`src/rtl/thr_pkg.sv`:
```
package thr_pkg;

    localparam int PCT_W    = 7;
    localparam int PCT_FULL = 100;

    typedef enum logic [2:0] {
        ADDR_HOT    = 3'd0,
        ADDR_CRIT   = 3'd1,
        ADDR_HYST   = 3'd2,
        ADDR_ROUTE  = 3'd3,
        ADDR_LPRIO  = 3'd4,
        ADDR_LDEPTH = 3'd5,
        ADDR_HPRIO  = 3'd6,
        ADDR_HDEPTH = 3'd7
    } reg_addr_e;

    typedef enum logic [1:0] {
        WIN_NONE  = 2'd0,
        WIN_LIGHT = 2'd1,
        WIN_HEAVY = 2'd2
    } winner_e;

    typedef struct packed {
        logic [PCT_W-1:0] prio;
        logic [PCT_W-1:0] depth;
    } vec_cfg_t;

    // Effective skip percentage from a raw depth field.
    function automatic logic [PCT_W-1:0] eff_pct(input logic [PCT_W-1:0] raw,
                                                 input logic lvl_mode);
        logic [PCT_W-1:0] r;
        if (lvl_mode) begin
            case (raw[1:0])
                2'd0:    r = PCT_W'(0);
                2'd1:    r = PCT_W'(25);
                2'd2:    r = PCT_W'(50);
                default: r = PCT_W'(75);
            endcase
        end else begin
            r = (raw > PCT_W'(PCT_FULL)) ? PCT_W'(PCT_FULL) : raw;
        end
        return r;
    endfunction

endpackage

```
`src/rtl/thr_cfg_regs.sv`:
```
module thr_cfg_regs
    import thr_pkg::*;
#(
    parameter int TEMP_W   = 20,
    parameter int HOT_RST  = 100000,
    parameter int CRIT_RST = 102500,
    parameter int HYST_RST = 1000
) (
    input  logic                     clk,
    input  logic                     rst_n,
    input  logic                     wr_en_i,
    input  logic [2:0]               wr_addr_i,
    input  logic [TEMP_W-1:0]        wr_data_i,
    output logic signed [TEMP_W-1:0] hot_thr_o,
    output logic signed [TEMP_W-1:0] crit_thr_o,
    output logic [TEMP_W-1:0]        hyst_o,
    output logic [2:0]               route_o,
    output vec_cfg_t                 light_o,
    output vec_cfg_t                 heavy_o
);

    typedef struct packed {
        logic [TEMP_W-1:0] hot;
        logic [TEMP_W-1:0] crit;
        logic [TEMP_W-1:0] hyst;
        logic [2:0]        route;
        vec_cfg_t          light;
        vec_cfg_t          heavy;
    } cfg_t;

    cfg_t cfg_d, cfg_q;

    always_comb begin
        cfg_d = cfg_q;
        if (wr_en_i) begin
            case (reg_addr_e'(wr_addr_i))
                ADDR_HOT:    cfg_d.hot         = wr_data_i;
                ADDR_CRIT:   cfg_d.crit        = wr_data_i;
                ADDR_HYST:   cfg_d.hyst        = wr_data_i;
                ADDR_ROUTE:  cfg_d.route       = wr_data_i[2:0];
                ADDR_LPRIO:  cfg_d.light.prio  = wr_data_i[PCT_W-1:0];
                ADDR_LDEPTH: cfg_d.light.depth = wr_data_i[PCT_W-1:0];
                ADDR_HPRIO:  cfg_d.heavy.prio  = wr_data_i[PCT_W-1:0];
                default:     cfg_d.heavy.depth = wr_data_i[PCT_W-1:0];
            endcase
        end
    end

    always_ff @(posedge clk or negedge rst_n) begin
        if (!rst_n) begin
            cfg_q.hot         <= TEMP_W'(HOT_RST);
            cfg_q.crit        <= TEMP_W'(CRIT_RST);
            cfg_q.hyst        <= TEMP_W'(HYST_RST);
            cfg_q.route       <= 3'b010;
            cfg_q.light.prio  <= PCT_W'(80);
            cfg_q.light.depth <= PCT_W'(50);
            cfg_q.heavy.prio  <= PCT_W'(100);
            cfg_q.heavy.depth <= PCT_W'(85);
        end else begin
            cfg_q <= cfg_d;
        end
    end

    assign hot_thr_o  = $signed(cfg_q.hot);
    assign crit_thr_o = $signed(cfg_q.crit);
    assign hyst_o     = cfg_q.hyst;
    assign route_o    = cfg_q.route;
    assign light_o    = cfg_q.light;
    assign heavy_o    = cfg_q.heavy;

    // a write to the route register lands on the next edge
    a_r1_route_write: assert property (@(posedge clk) disable iff (!rst_n)
        (wr_en_i && wr_addr_i == 3'd3) |=> (route_o == $past(wr_data_i[2:0])));

endmodule

```
`src/rtl/thr_trip_mon.sv`:
```
module thr_trip_mon #(
    parameter int TEMP_W = 20
) (
    input  logic                     clk,
    input  logic                     rst_n,
    input  logic signed [TEMP_W-1:0] temp_i,
    input  logic signed [TEMP_W-1:0] hot_thr_i,
    input  logic signed [TEMP_W-1:0] crit_thr_i,
    input  logic [TEMP_W-1:0]        hyst_i,
    output logic                     hot_o,
    output logic                     shut_o
);

    localparam int EW = TEMP_W + 2;

    typedef struct packed {
        logic hot;
        logic shut;
    } trip_t;

    trip_t trip_d, trip_q;

    logic signed [EW-1:0] t_x, hot_x, crit_x, hyst_x, low_x;

    assign t_x    = EW'(temp_i);
    assign hot_x  = EW'(hot_thr_i);
    assign crit_x = EW'(crit_thr_i);
    assign hyst_x = $signed({2'b00, hyst_i});
    assign low_x  = hot_x - hyst_x;

    always_comb begin
        trip_d = trip_q;
        if (!trip_q.hot) begin
            trip_d.hot = (t_x > hot_x);
        end else if (t_x < low_x) begin
            trip_d.hot = 1'b0;
        end
        if (t_x > crit_x) begin
            trip_d.shut = 1'b1;
        end
    end

    always_ff @(posedge clk or negedge rst_n) begin
        if (!rst_n) begin
            trip_q <= '0;
        end else begin
            trip_q <= trip_d;
        end
    end

    assign hot_o  = trip_q.hot;
    assign shut_o = trip_q.shut;

    a_r2_rise: assert property (@(posedge clk) disable iff (!rst_n)
        (!hot_o && t_x > hot_x) |=> hot_o);
    a_r2_no_early_rise: assert property (@(posedge clk) disable iff (!rst_n)
        (!hot_o && t_x <= hot_x) |=> !hot_o);
    a_r3_hyst_hold: assert property (@(posedge clk) disable iff (!rst_n)
        (hot_o && t_x >= low_x) |=> hot_o);
    a_r10_crit_trip: assert property (@(posedge clk) disable iff (!rst_n)
        (t_x > crit_x) |=> shut_o);
    a_r10_sticky: assert property (@(posedge clk) disable iff (!rst_n)
        shut_o |=> shut_o);

endmodule

```
`src/rtl/thr_arbiter.sv`:
```
module thr_arbiter
    import thr_pkg::*;
(
    input  logic             hot_i,
    input  logic [2:0]       route_i,
    input  vec_cfg_t         light_i,
    input  vec_cfg_t         heavy_i,
    output logic [1:0]       winner_o,
    output logic [PCT_W-1:0] depth_o
);

    typedef struct packed {
        winner_e          win;
        logic [PCT_W-1:0] depth;
    } arb_t;

    arb_t arb_d;
    logic light_act, heavy_act;

    assign light_act = hot_i & route_i[0];
    assign heavy_act = hot_i & route_i[1];

    always_comb begin
        arb_d.win   = WIN_NONE;
        arb_d.depth = '0;
        if (heavy_act && (!light_act || heavy_i.prio >= light_i.prio)) begin
            arb_d.win   = WIN_HEAVY;
            arb_d.depth = eff_pct(heavy_i.depth, route_i[2]);
        end else if (light_act) begin
            arb_d.win   = WIN_LIGHT;
            arb_d.depth = eff_pct(light_i.depth, route_i[2]);
        end
    end

    assign winner_o = arb_d.win;
    assign depth_o  = arb_d.depth;

endmodule

```
`src/rtl/thr_pulse_skip.sv`:
```
module thr_pulse_skip
    import thr_pkg::*;
(
    input  logic             clk,
    input  logic             rst_n,
    input  logic [PCT_W-1:0] depth_i,
    output logic             clk_en_o
);

    typedef struct packed {
        logic [PCT_W-1:0] acc;
        logic             en;
    } skip_t;

    skip_t skip_d, skip_q;

    logic [PCT_W-1:0] d_lim;
    logic [PCT_W:0]   sum;

    always_comb begin
        d_lim  = (depth_i > PCT_W'(PCT_FULL)) ? PCT_W'(PCT_FULL) : depth_i;
        sum    = {1'b0, skip_q.acc} + {1'b0, d_lim};
        skip_d = skip_q;
        if (sum >= (PCT_W+1)'(PCT_FULL)) begin
            skip_d.acc = PCT_W'(sum - (PCT_W+1)'(PCT_FULL));
            skip_d.en  = 1'b0;
        end else begin
            skip_d.acc = sum[PCT_W-1:0];
            skip_d.en  = 1'b1;
        end
    end

    always_ff @(posedge clk or negedge rst_n) begin
        if (!rst_n) begin
            skip_q.acc <= '0;
            skip_q.en  <= 1'b1;
        end else begin
            skip_q <= skip_d;
        end
    end

    assign clk_en_o = skip_q.en;

    a_r8_zero_passes: assert property (@(posedge clk) disable iff (!rst_n)
        (depth_i == '0) |=> clk_en_o);
    a_r8_full_skips: assert property (@(posedge clk) disable iff (!rst_n)
        (depth_i >= PCT_W'(PCT_FULL)) |=> !clk_en_o);
    a_r9_spread: assert property (@(posedge clk) disable iff (!rst_n)
        (!clk_en_o && depth_i <= PCT_W'(50) && depth_i == $past(depth_i)) |=> clk_en_o);

endmodule

```
`src/rtl/thermal_throttle_ctrl.sv`:
```
module thermal_throttle_ctrl
    import thr_pkg::*;
#(
    parameter int TEMP_W = 20
) (
    input  logic                     clk,
    input  logic                     rst_n,
    input  logic signed [TEMP_W-1:0] temp_i,
    input  logic                     wr_en_i,
    input  logic [2:0]               wr_addr_i,
    input  logic [TEMP_W-1:0]        wr_data_i,
    output logic                     cpu_clk_en_o,
    output logic                     throttle_o,
    output logic [1:0]               winner_o,
    output logic [6:0]               depth_o,
    output logic                     shutdown_o
);

    logic signed [TEMP_W-1:0] hot_thr, crit_thr;
    logic [TEMP_W-1:0]        hyst;
    logic [2:0]               route;
    vec_cfg_t                 light_cfg, heavy_cfg;
    logic                     hot;
    logic [1:0]               winner;
    logic [PCT_W-1:0]         depth;

    thr_cfg_regs #(.TEMP_W(TEMP_W)) u_cfg (
        .clk        (clk),
        .rst_n      (rst_n),
        .wr_en_i    (wr_en_i),
        .wr_addr_i  (wr_addr_i),
        .wr_data_i  (wr_data_i),
        .hot_thr_o  (hot_thr),
        .crit_thr_o (crit_thr),
        .hyst_o     (hyst),
        .route_o    (route),
        .light_o    (light_cfg),
        .heavy_o    (heavy_cfg)
    );

    thr_trip_mon #(.TEMP_W(TEMP_W)) u_trip (
        .clk        (clk),
        .rst_n      (rst_n),
        .temp_i     (temp_i),
        .hot_thr_i  (hot_thr),
        .crit_thr_i (crit_thr),
        .hyst_i     (hyst),
        .hot_o      (hot),
        .shut_o     (shutdown_o)
    );

    thr_arbiter u_arb (
        .hot_i    (hot),
        .route_i  (route),
        .light_i  (light_cfg),
        .heavy_i  (heavy_cfg),
        .winner_o (winner),
        .depth_o  (depth)
    );

    thr_pulse_skip u_skip (
        .clk      (clk),
        .rst_n    (rst_n),
        .depth_i  (depth),
        .clk_en_o (cpu_clk_en_o)
    );

    assign throttle_o = hot;
    assign winner_o   = winner;
    assign depth_o    = depth;

    a_r5_legal_code: assert property (@(posedge clk) disable iff (!rst_n)
        winner_o != 2'd3);
    a_r4_idle_none: assert property (@(posedge clk) disable iff (!rst_n)
        !throttle_o |-> (winner_o == 2'd0 && depth_o == '0));
    a_r5_tie_heavy: assert property (@(posedge clk) disable iff (!rst_n)
        (throttle_o && route[0] && route[1] && light_cfg.prio == heavy_cfg.prio)
        |-> winner_o == 2'd2);
    a_r6_depth_cap: assert property (@(posedge clk) disable iff (!rst_n)
        depth_o <= 7'd100);

endmodule

```
`config.mk`:
```
export PLATFORM = sky130hd
export DESIGN_NAME = thermal_throttle_ctrl
export DESIGN_NICKNAME = d
export VERILOG_FILES = /design/src/rtl/thr_pkg.sv /design/src/rtl/thr_cfg_regs.sv /design/src/rtl/thr_trip_mon.sv /design/src/rtl/thr_arbiter.sv /design/src/rtl/thr_pulse_skip.sv /design/src/rtl/thermal_throttle_ctrl.sv
export SDC_FILE = /design/constraint.sdc
export NUM_CORES = 1
export LEC_CHECK = 0
export BUFFER_PORTS_ARGS = -buffer_cell sky130_fd_sc_hd__buf_2
export CAP_MARGIN = 10
export CORE_MARGIN = 2
export CORE_UTILIZATION = 43
export CTS_CLUSTER_DIAMETER = 30
export DETAILED_ROUTE_END_ITERATION = 8
export PLACE_DENSITY = 0.58
export SLEW_MARGIN = 5
export SYNTH_ARGS = -nofsm -noshare
export SYNTH_HDL_FRONTEND = slang
export SYNTH_SLANG_ARGS = --single-unit
```
`constraint.sdc`:
```
create_clock -name clk -period 4.29 [get_ports clk]
set_input_delay 1.0725 -clock clk [delete_from_list [all_inputs] [get_ports clk]]
set_output_delay 1.0725 -clock clk [all_outputs]
set_load 0.01 [all_outputs]
```
Word-level counts from Yosys, hierarchy flattened
Cells that the tools add are included.
Word-level totals
  flip-flop bits (word level): 101
  output and inout port bits: 12
Operators by class
  $add $sub $neg: 3
  order comparisons: 8
  equal/unequal tests: 10
  muxes and demuxes: 12
  bitwise gates (word level): 3
  reduce and logical (&&, ||, !) cells: 15
Operators by type and width (count)
  7-bit one-hot mux with 3 select lines: 2
  20-bit > comparator: 2
  7-bit 2-to-1 mux: 5
  20-bit by 22-bit < comparator with 1-bit output: 1
  20-bit by 21-bit subtractor with 22-bit output: 1
  7-bit > comparator (second input constant): 3
  8-bit 2-to-1 mux: 2
  2-bit AND reduction: 8
  3-bit equality test (second input constant): 3
  9-bit 2-to-1 mux: 1
  7-bit by 7-bit adder with 8-bit output: 1
  8-bit by 7-bit >= comparator with 1-bit output (second input constant): 1
  7-bit >= comparator: 1
  7-bit OR reduction: 1
  7-bit subtractor (second input constant): 1
  3-bit by 2-bit equality test with 1-bit output (second input constant): 2
  2-bit by 1-bit equality test with 1-bit output (second input constant): 2
  2-bit equality test (second input constant): 2
  2-bit zero test: 2
  3-bit by 1-bit equality test with 1-bit output (second input constant): 1
  3-bit zero test: 1
  1-bit bitwise AND: 2
  1-bit 2-to-1 mux: 2
  1-bit logical AND: 1
  3 further kinds: 3

Logic depth before layout (Yosys ltp)
Gate-level depths: netlist of run 1.
  depth in word-level cells: 10
  gate-level depth with buffers: 19
  mapped depth without buffers: 19

Hierarchy
A second synthesis of run 1 with hierarchy kept.
Second synthesis, totals
  cell total of the unflattened synthesis: 734
  area, all modules: 7896.3 µm²
By module, submodules not included
  thr_cfg_regs: times used 1, cells an instance 201, area an instance 3701.0 µm², sequential area each 2316.0 µm²
  thr_trip_mon: times used 1, cells an instance 362, area an instance 2748.9 µm², sequential area each 50.0 µm²
  thr_pulse_skip: times used 1, cells an instance 84, area an instance 807.0 µm², sequential area each 201.4 µm²
  thr_arbiter: times used 1, cells an instance 87, area an instance 639.4 µm², sequential area each 0.0 µm²

Least setup slack after synthesis of run 1
No wires, ideal clock.
  path kind: reg-to-reg
  start point: register u_cfg.cfg_q (netlist bit u_cfg.light_o[7])
  end point: register u_skip.skip_q[4] (netlist name)
  library setup time: 0.137 ns
  arrival: 3.620 ns
  data required time: 4.153 ns
  setup slack: 0.533 ns
  cell stages (with the launch flop): 19
  clock period less this slack: 3.757 ns
  cell sequence: dfrtp_1 -> ha_1 -> nand2b_1 -> a21o_1 -> a21o_1 -> a211oi_1 -> o21a_2 -> o21ai_0 -> a221oi_1 -> ha_1 -> inv_1 -> fa_1 -> nor2b_1 -> o21a_1 -> o21ai_0 -> a211oi_2 -> nor2_1 -> a21o_1 -> mux2i_1
RTL lines
  start: declaration: line thr_cfg_regs.sv:31  | cfg_t cfg_d, cfg_q;
  start signal: assignment: line thr_cfg_regs.sv:60  | cfg_q <= cfg_d;
  end signal: assignment: line thr_pulse_skip.sv:38  | skip_q <= skip_d;
  end: declaration: line thr_pulse_skip.sv:15  | skip_t skip_d, skip_q;

==> results of run 1 <==
## stage by stage
stage	cell area, µm²	total power, µW	TNS [ps]	setup WS [ps]
floorplan	7295	3127	0	533.4
global placement	7871	3656	0	234.8
detailed placement	7871	3735	0	144.0
CTS	8164	4600	0	103.2
global route	8255	5098	-63.04	-41.41
finish	8255	4662	0	205.7
## cell usage after synthesis (3+ instances only)
library cell	n	area share [%]
sky130_fd_sc_hd__ha_1	106	18
sky130_fd_sc_hd__o21ai_0	96	6.6
sky130_fd_sc_hd__inv_1	90	4.6
sky130_fd_sc_hd__nand2_1	82	4.2
sky130_fd_sc_hd__dfrtp_1	69	24
sky130_fd_sc_hd__a21oi_1	39	2.7
sky130_fd_sc_hd__dfstp_2	32	12
sky130_fd_sc_hd__mux2_2	29	4.5
sky130_fd_sc_hd__nor2_1	26	1.3
sky130_fd_sc_hd__a21o_1	21	2.2
sky130_fd_sc_hd__clkbuf_1	17	0.87
sky130_fd_sc_hd__o21a_1	17	1.7
sky130_fd_sc_hd__nor3_1	15	1.0
sky130_fd_sc_hd__nand3_1	14	0.96
sky130_fd_sc_hd__xnor2_1	14	1.7
sky130_fd_sc_hd__nand4_1	13	1.1
sky130_fd_sc_hd__o211ai_1	10	1.0
sky130_fd_sc_hd__xor2_1	9	1.1
sky130_fd_sc_hd__a31oi_1	8	0.69
sky130_fd_sc_hd__mux2i_1	8	1.1
sky130_fd_sc_hd__nand2b_1	8	0.69
sky130_fd_sc_hd__nor2b_1	7	0.60
sky130_fd_sc_hd__o21bai_1	5	0.51
sky130_fd_sc_hd__o31ai_1	5	0.51
sky130_fd_sc_hd__and3_1	4	0.34
sky130_fd_sc_hd__or3_1	4	0.34
sky130_fd_sc_hd__a2111oi_0	3	0.36
sky130_fd_sc_hd__nand4b_1	3	0.36
sky130_fd_sc_hd__nor3b_1	3	0.31
sky130_fd_sc_hd__nor4_1	3	0.26
sky130_fd_sc_hd__o2111ai_1	3	0.36
## per-layer routing
| layer | global-route usage, % | vias up | share of wire (%) | wire [µm] |
|---|---|---|---|---|
| met5 | 0 | - | 0 | 0 |
| met4 | 5.614 | 0 | 2.0 | 348 |
| met3 | 4.082 | 22 | 3.9 | 692 |
| met2 | 35.18 | 134 | 48 | 8591 |
| met1 | 26.62 | 2822 | 46 | 8125 |
| li1 | - | 2960 | - | - |
## worst register-to-register path: cells and delay by family, from the launching register on
family                     cells  cell delay (ps)
muxes                          1              140
AOI/OAI and AO/OA             10             1990
DFF                            1              390
adders and majority gates      3              890
buffers and inverters          2              220
and+or+nand+nor                3              330
## worst min path at each step
stage,startpoint,end,slack (ps),depth (start not counted)
after global routing,u_trip.shut_o$_DFFE_PN0N_,u_trip.shut_o$_DFFE_PN0N_,510,1
after floorplan,u_skip.skip_q[1]$_DFF_PN0_,u_skip.skip_q[1]$_DFF_PN0_,470,1
after detailed placement,u_trip.shut_o$_DFFE_PN0N_,u_trip.shut_o$_DFFE_PN0N_,460,1
final,u_trip.shut_o$_DFFE_PN0N_,u_trip.shut_o$_DFFE_PN0N_,470,1
after global placement,u_trip.shut_o$_DFFE_PN0N_,u_trip.shut_o$_DFFE_PN0N_,460,1
after CTS,u_trip.shut_o$_DFFE_PN0N_,u_trip.shut_o$_DFFE_PN0N_,480,1
## registers in the layout, indices dropped and copies added (netlist names)
register and cells:
u_trip.hot_o 1, u_cfg.crit_thr_o 20, u_cfg.heavy_o 14, u_trip.shut_o 1, u_cfg.hyst_o 20, u_skip.skip_q 7
u_cfg.hot_thr_o 20, u_cfg.light_o 14, u_cfg.route_o 3, u_skip.clk_en_o 1
## report_power, final
part	total, µW	internal (µW)	switching [µW]	leakage (µW)
registers	1340	1230	110	0.00117
logic	2500	1100	1400	0.00257
clock network	819	420	399	0.000135
## logic make-up after synthesis
family,share of synthesized area [%]
multiplexers,5.575
flip-flops,35.20
buffers and inverters,5.780
adder cells (fa/ha/maj),18.73
AND/OR/NAND/NOR,12.47
XOR/XNOR,2.762
AO/OA/AOI/OAI,19.49
## cells in the final DEF, fill, tap and decap left out, drive strengths merged, types with 5 or more instances in the layout
| master | Yosys | final |
|---|---|---|
| nand2 | 82 | 82 |
| o211ai | 10 | 10 |
| a21o | 21 | 21 |
| a31oi | 8 | 8 |
| a21oi | 39 | 39 |
| ha | 106 | 106 |
| inv | 91 | 94 |
| dfrtp | 69 | 69 |
| nor3 | 15 | 15 |
| nand3 | 14 | 14 |
| o31ai | 5 | 5 |
| nor2b | 7 | 7 |
| o21bai | 5 | 5 |
| nand4 | 13 | 13 |
| clkbuf | 17 | 10 |
| o21a | 18 | 18 |
| xor2 | 9 | 9 |
| buf | 3 | 74 |
| dfstp | 32 | 32 |
| mux2 | 29 | 29 |
| nor2 | 26 | 26 |
| xnor2 | 14 | 14 |
| o21ai | 98 | 98 |
| nand2b | 8 | 8 |
| mux2i | 8 | 8 |
## what timing repair did
action	CTS	global route
gates resized for setup	0	8
endpoints found under the setup margin	0	6
setup buffers	0	7
## cell type report
| cell class | count | area [µm²] |
|---|---|---|
| fillers | 1653 | 8328 |
| multi-input cells | 587 | 4359 |
| flip-flops and latches | 101 | 2567 |
| repair buffers | 74 | 415.4 |
| inverters | 92 | 345.3 |
| well taps | 220 | 275.3 |
| clock buffers | 10 | 239.0 |
| clock inverters | 6 | 53.80 |
==> results, run 1 <==
- The run finished with clean final reports.
- In this run the tightest slew margin relative to its limit is 46.03%.
- In the final layout, the share of cells above drive strength 1 is 19.54%.
- The final period utilization is 95.21%.
- The DRC violation total after the first TritonRoute iteration is 269.
- Power spread over the standard cell area amounts to roughly 560 mW/mm².
- The routed layout has approximately 5900 vias.
- The detailed-placement wirelength estimate is ~14 mm.
- For this design, the CTS-stage hold fixing added 0 buffers.
- The worst-case IR drop observed on VDD is roughly 260 µV.
- The total instance count after detailed placement is around 1100.
- The average wire length per cell after detail routing is ~16 µm.
- The area growth from synthesis to layout is 13.17%.
- The maximum count of clock buffers along a single path is 2.
- The CTS tree is done.
- The total wirelength of the detailed-routed design is approximately 18 mm.
- In this run the number of cells on the critical path is 19.
- The net total in the final layout is between 1000 and 1500.
- Measured in cells, the most critical reg-to-reg path has a length of 19.
- The clock reaches the later pin of the worst-skew pair after ~360 ps.
- The floorplan step set the die width to 134.2 µm.
- The largest single stage delay on the critical path is between 300 and 400 ps.
- The number of buffers and inverters on the critical path is 2.
- The buffer cell driving the clock tree root is sky130_fd_sc_hd__clkbuf_16.
- In this run the worst path has a maximum fanout of 6.
- For this design, the sink count on the clock tree is around 100.
- The number of enable-type register cells in the synthesized netlist is 0.
- The number of global-route vias before repair was approximately 6000.
- The end point of the critical path is u_skip.skip_q[4]$_DFF_PN0_.
- The final antenna diode count is 0.
- The H-tree was split into 3 levels.
- After detailed routing, the number of remaining DRC violations is 0.
- On the critical path the largest part of the delay comes from compound AO/OA/AOI/OAI gates.
- Among all flip-flop cells after synthesis, the most frequent one is sky130_fd_sc_hd__dfrtp_1.
- Max-cap violations in this run came to 0.
- The largest net degree at the start of global routing is 63.
- The overflow left after global routing is 0.
- A synthesized cell averages 9.118 µm².
- The clock period could shrink to 4084 ps.
- STA classifies the critical path endpoint as a register.
- Counting the buffers created by CTS gives 9.
- In this run the standard cell core region covers 0.01658 mm².
- The final standard cell count with taps included and fillers excluded is about 1100.
- Across every metal layer, demand over resource in global routing totals 20.58%.
- The first detailed-routing pass took 5 iterations.
- The cell count after synthesis came out at 800.
- Synthesis instantiated 60 different standard cells from the library.
- The share of the Yosys chip area taken by registers is a little over a third.
- The die outline area is between 0.015 and 0.02 mm².
- The initial antenna violation count came to 0.
- Across all register-to-register paths, the minimum setup slack is between 200 and 250 ps.
- The count of warnings emitted by yosys is 0.
- Final hold analysis gives a worst-case slack of roughly 470 ps.
- Walking the worst path, the cells encountered are ha_1, nand2b_1, a21o_1, a21o_1, a211oi_2, o21a_2, o21ai_0, a221oi_1, ha_2, inv_1, fa_2, nor2b_1, o21a_1, o21ai_0, a211oi_2, buf_4, nor2_1, a21o_1, mux2i_1.
- The final weighted congestion in routability-driven placement is ~0.87.
- During placement, the flow inserted port buffers numbering between 50 and 60.
- Row generation in the floorplan step produced 47 rows.
- In the routed layout, each cell is associated on average with a via count of roughly 5.4.
- The actual transition at the worst max-transition pin is 809.5 ps.
- The post-synthesis sequential element count is about 100.
- In this design, the critical path's most frequently occurring cell is sky130_fd_sc_hd__a21o_1.
- In this run the static leakage power is between 0.003 and 0.004 µW.
- The worst clock skew is roughly 8.6 ps.
- The number of hold-slack violations in the final timing report is 0.
- The startpoint of the lowest-slack register-to-register path is u_cfg.light_o[7]$_DFFE_PN0P_.
- The die is between 100 and 150 µm tall.
- In this run the worst setup path begins at u_cfg.light_o[7]$_DFFE_PN0P_.
- The worst hold-check path type is reg -> reg.
- The global-route wire length before repair is 29.56 mm.
- Setup violations remaining at the end of the flow were counted as 0.
- The critical path data required time is 4510 ps.
- The number of top-level design ports is between 50 and 60.
- The area of the mapped netlist is roughly 0.0073 mm².
- The launching element type of the critical path is a register.
- For this design, the slowest cell found on the critical path is sky130_fd_sc_hd__dfrtp_1.
- Cells fill between 40% and 50% of the core in the end.
- The final count of pins violating max slew came to 0.
- In this run the critical register-to-register path is captured at u_skip.skip_q[4]$_DFF_PN0_.
- The initial core utilization is a little over two fifths.
- The maximum clock frequency is between 0.2 and 0.25 GHz.
- The detail route stage leaves a number of antenna-violating nets equal to 0.
- The critical path is of the reg -> reg type.
- The clock-pin slew reported for the worst setup and hold paths after clock tree synthesis is about 70 ps.
- The share of synthesized registers carrying an async set or reset is 100.0%.
- The net count after synthesis is between 900 and 1000.
- The worst path arrival time is ~4300 ps.
(Power assumes the default switching activity.)
==> inputs of run 2 (changes only) <==
--- a/config.mk
+++ b/config.mk
@@ -15,4 +15,5 @@
 export SLEW_MARGIN = 5
 export SYNTH_ARGS = -nofsm -noshare
 export SYNTH_HDL_FRONTEND = slang
+export SYNTH_HIERARCHICAL = 1
 export SYNTH_SLANG_ARGS = --single-unit
==> results, run 2 <==
- The flow ran to the end, and the final reports show no timing, DRC or antenna violations.
- STA puts the critical path data required time at roughly 4500 ps.
- The endpoint type of the worst setup path is a register.
- The most frequent cell on the critical path is sky130_fd_sc_hd__o21ai_2.
- The part of the power in registers is approximately a quarter.
- From bottom edge to top edge, the die measures 139.5 µm.
- The number of buffers and inverters on the critical path is 2.
- The number of max-cap violations is 0.
- The routed design has 18.34 mm of wire.
- The global-route wire length before repair is around 30 mm.
- The clock passes through at most 2 buffers.
- The leading cell type in the layout, fill and taps excluded is sky130_fd_sc_hd__ha_1.
- Summing all placed instances gives a cell area of 0.008581 mm².
- The proportion of power drawn by combinational gates is between 50% and 60%.
- The utilization of the core after routing is 50.57%.
- The post-synthesis mux area share is ~17%.
- The post-synthesis sequential element count is 101.
- The mean instance size in the synthesized netlist is about 11 µm².
- Data arrives at the worst endpoint at 4420 ps.
- The category of the most critical setup path is reg -> reg.
- The total track usage is approximately a fifth.
- In the synthesized netlist, the number of instances is approximately 730.
- The worst path uses between 90% and 100% of the clock period.
- After Yosys synthesis, and, or, nand and nor cells account for between 10% and 20% of the synthesized area.
- The floorplan step defined a die boundary enclosing just under 0.02 mm².
- Traced cell by cell, the critical path runs through inv_2, ha_4, and4_4, a2111oi_4, buf_4, nor2_4, mux2_4, o21ai_2, a21oi_2, nor2b_1, ha_1, a211o_1, o21ai_2, xor2_2, ha_2, nor3b_4, and2b_1, o21ai_2, a31oi_4, xnor2_1.
- Of the total synthesized cell area, the portion taken by full adders, half adders and majority gates is between 10% and 20%.
- The min-delay analysis places its worst path in the category reg -> reg.
- The number of different library cells used by synthesis comes to slightly above 80.
- The most used standard cell by instance count after synthesis is sky130_fd_sc_hd__ha_1.
- Yosys attributes the largest share of cell area to sky130_fd_sc_hd__dfrtp_1 (22%), sky130_fd_sc_hd__ha_1 (17%), sky130_fd_sc_hd__dfstp_2 (11%), sky130_fd_sc_hd__mux2_4 (8.2%), sky130_fd_sc_hd__mux2_2 (7.1%).
- The vias per cell is around 5.5.
- The post-route netlist has 34.34% of its cells at a drive strength greater than 1.
- The cell-internal power is 3329 µW.
- The number of nets in the synthesized netlist is slightly below 900.
- The antenna violation net count after detailed routing is 0.
- The share of synthesized registers carrying an async set or reset is 100.0%.
- The number of rows in the core area is 49.
- The horizontal die dimension is ~140 µm.
- The detailed-placement wirelength estimate is 14.00 mm.
- The total overflow left after global routing is 0.
- The total non-filler cell area in the finished layout is 0.009085 mm².
- Routability-driven placement finished with a final weighted congestion of between 0.8 and 0.9.
- 0 antenna diodes ended up in the layout.
- After clock tree synthesis, the clock-pin slew on the worst setup and hold paths is ~80 ps.
- The cell type with the largest total area after synthesis is sky130_fd_sc_hd__dfrtp_1.
- The largest family of logic cells by synthesized area is adder cells.
- For this block, the via count after detailed routing is between 5000 and 6000.
- The clock buffer count from CTS is 9.
- The buffer cell driving the clock tree root is sky130_fd_sc_hd__clkbuf_16.
- Counting instances in the post-synthesis netlist gives the leading cell types as sky130_fd_sc_hd__ha_1 (106), sky130_fd_sc_hd__inv_1 (81), sky130_fd_sc_hd__dfrtp_1 (69).
- The number of hold-slack violations in the final timing report is 0.
- For the worst-skew pair, the clock arrives at the later sink with an insertion delay of around 370 ps.
- The worst setup path is launched from a register.
- After filler insertion, the fill cell instance count of the layout stands at 1687.
- In the routed design, unresolved DRC markers number 0.
- The number of global-route vias before repair is roughly 6000.
- From synthesis to final layout, the design area changed by 15.05%.
- In the layout the commonest cells are sky130_fd_sc_hd__ha_1 (100), sky130_fd_sc_hd__inv_1 (79), sky130_fd_sc_hd__dfrtp_1 (69).
- The CTS tree is done.
- Of the total synthesized cell area, the portion taken by XOR and XNOR cells is 1.442%.
- Setup violations remaining at the end of the flow were counted as 0.
- The core region is about 0.018 mm².
- The DRC violation total after the first TritonRoute iteration is 240.
- In this run the worst path has a maximum fanout of 8.
- Summing every instance area after synthesis gives ~0.0079 mm².
- The largest net degree at the start of global routing is 56.
- The initial antenna violation count is 0.
- Between clock sinks in the finished design, the worst skew comes to 10.24 ps.
- The number of enable-type register cells in the synthesized netlist is 0.
- The average wire length per cell after detail routing is around 17 µm.
- The fraction of the mapped netlist area in compound gates is between 10% and 20%.
- Net switching is between 40% and 50% of the power.
- The clock period could shrink to between 4000 and 5000 ps.
- The maximum clock frequency is 0.2396 GHz.
- The final count of pins violating max slew is 0.
- In this run the power spent charging and discharging nets is 2248 µW.
- The clock network burns between 10% and 20% of the power.
- The H-tree level count is 3.
- The count of warnings emitted by yosys is 6.
- The setup slack on the worst flop-to-flop path is 120 ps.
- The fraction of the yosys area taken by sequential cells is 32.51%.
- The clock net sink count is approximately 100.
- The cell leakage power is approximately 0.0043 µW.
- The final layout contains around 1000 nets.
- The cell with the largest stage delay on the worst path is sky130_fd_sc_hd__dfstp_2.
- The area of combinational cells with multiple inputs is around 0.0050 mm².
- The actual transition at the worst max-transition pin is 716.5 ps.
- Setup repair after global routing could not meet its margin everywhere.
- The initial utilization of the core area, before any placement, comes to a little over two fifths.
- The number of detailed-routing iterations run before antenna repair is 5.
- The number of top-level design ports is between 50 and 60.
- The number of buffer cells added on primary ports is 57.
- The flip-flop and latch area is between 0.002 and 0.003 mm².
- The largest single stage delay on the critical path is between 500 and 600 ps.
- The most common flop cell mapped by yosys is sky130_fd_sc_hd__dfrtp_1.
- The maximum ir drop on the vdd rail is roughly 290 µV.
- After clock tree synthesis, the flow added hold-fix buffers numbering 0.
- The family with the most delay on the worst path is simple AND/OR/NAND/NOR gates.
- Headroom to the max-slew limit came out at 52.23%.
- The top cell type's share of synthesized area is 21.87%.
- The areal power density over the cells is around 610 mW/mm².
==> run 2: cell type report <==
cell class                 instances  share of cell area, %
sequential                       101                  28.26
clock inverter                     7                 0.9916
multi-input combinational        536                  55.38
inverter                          81                  3.347
tap                              229                  3.154
timing repair buffer              96                  6.390
clock buffer                       9                  2.479
==> run 2: kinds of logic (layout without fill, tap and decap cells) <==
group,after synthesis,count (layout)
buffers and inverters,97,193
xor gates and xnor gates,13,13
muxes,105,105
adders and majority gates,108,108
and+or+nand+nor,154,154
DFF,101,101
AOI/OAI and AO/OA,156,156
==> run 2: final timing paths <==
kind | depth (start not counted) | startpoint | endpoint
hold reg to reg | 1 | u_cfg/light_o[8]$_DFFE_PN0P_ | u_cfg/light_o[8]$_DFFE_PN0P_
hold / removal | 1 | u_cfg/light_o[8]$_DFFE_PN0P_ | u_cfg/light_o[8]$_DFFE_PN0P_
min in group asynchronous | 1 | rst_n | u_cfg/light_o[8]$_DFFE_PN0P_
max in group asynchronous | 2 | rst_n | u_cfg/crit_thr_o[12]$_DFFE_PN1P_
setup reg to reg | 20 | u_cfg/light_o[11]$_DFFE_PN1P_ | u_skip/skip_q[3]$_DFF_PN0_
setup / recovery | 20 | u_cfg/light_o[11]$_DFFE_PN1P_ | u_skip/skip_q[3]$_DFF_PN0_
==> run 2: power by group through the flow <==
stage               Sequential (µW)  Clock, µW  Combinational (µW)
floorplan                      1370          0                2220
global placement               1410          0                2920
detailed placement             1420          0                3000
CTS                            1410        892                3140
global route                   1440        928                3650
finish                         1410        866                3300
==> run 2: metal layers <==
layer,wire [µm],GRT usage [%],vias up
met3,488,3.407,20
met1,8765,26.00,2859
met4,265,4.466,0
li1,-,-,2852
met2,8823,32.97,97
met5,0,0,-
==> run 2: per-stage QoR <==
step	setup TNS, ps	power [µW]	hold WS, ps	setup slack (ps)	std cells
floorplan	0	3584	458.1	0.4299	734
global placement	-210.9	4336	469.4	-59.56	1032
detailed placement	-677.8	4417	479.4	-159.9	1032
CTS	0	5443	500.2	1.873	1055
global route	-614.6	6027	513.5	-145.4	1059
finish	0	5577	496.1	116.2	1059
==> run 2: what timing repair did <==
action                     CTS  global route
gates resized for setup      7            17
setup buffers                7             4
pin swaps                    6             8
setup endpoints to repair    6             7
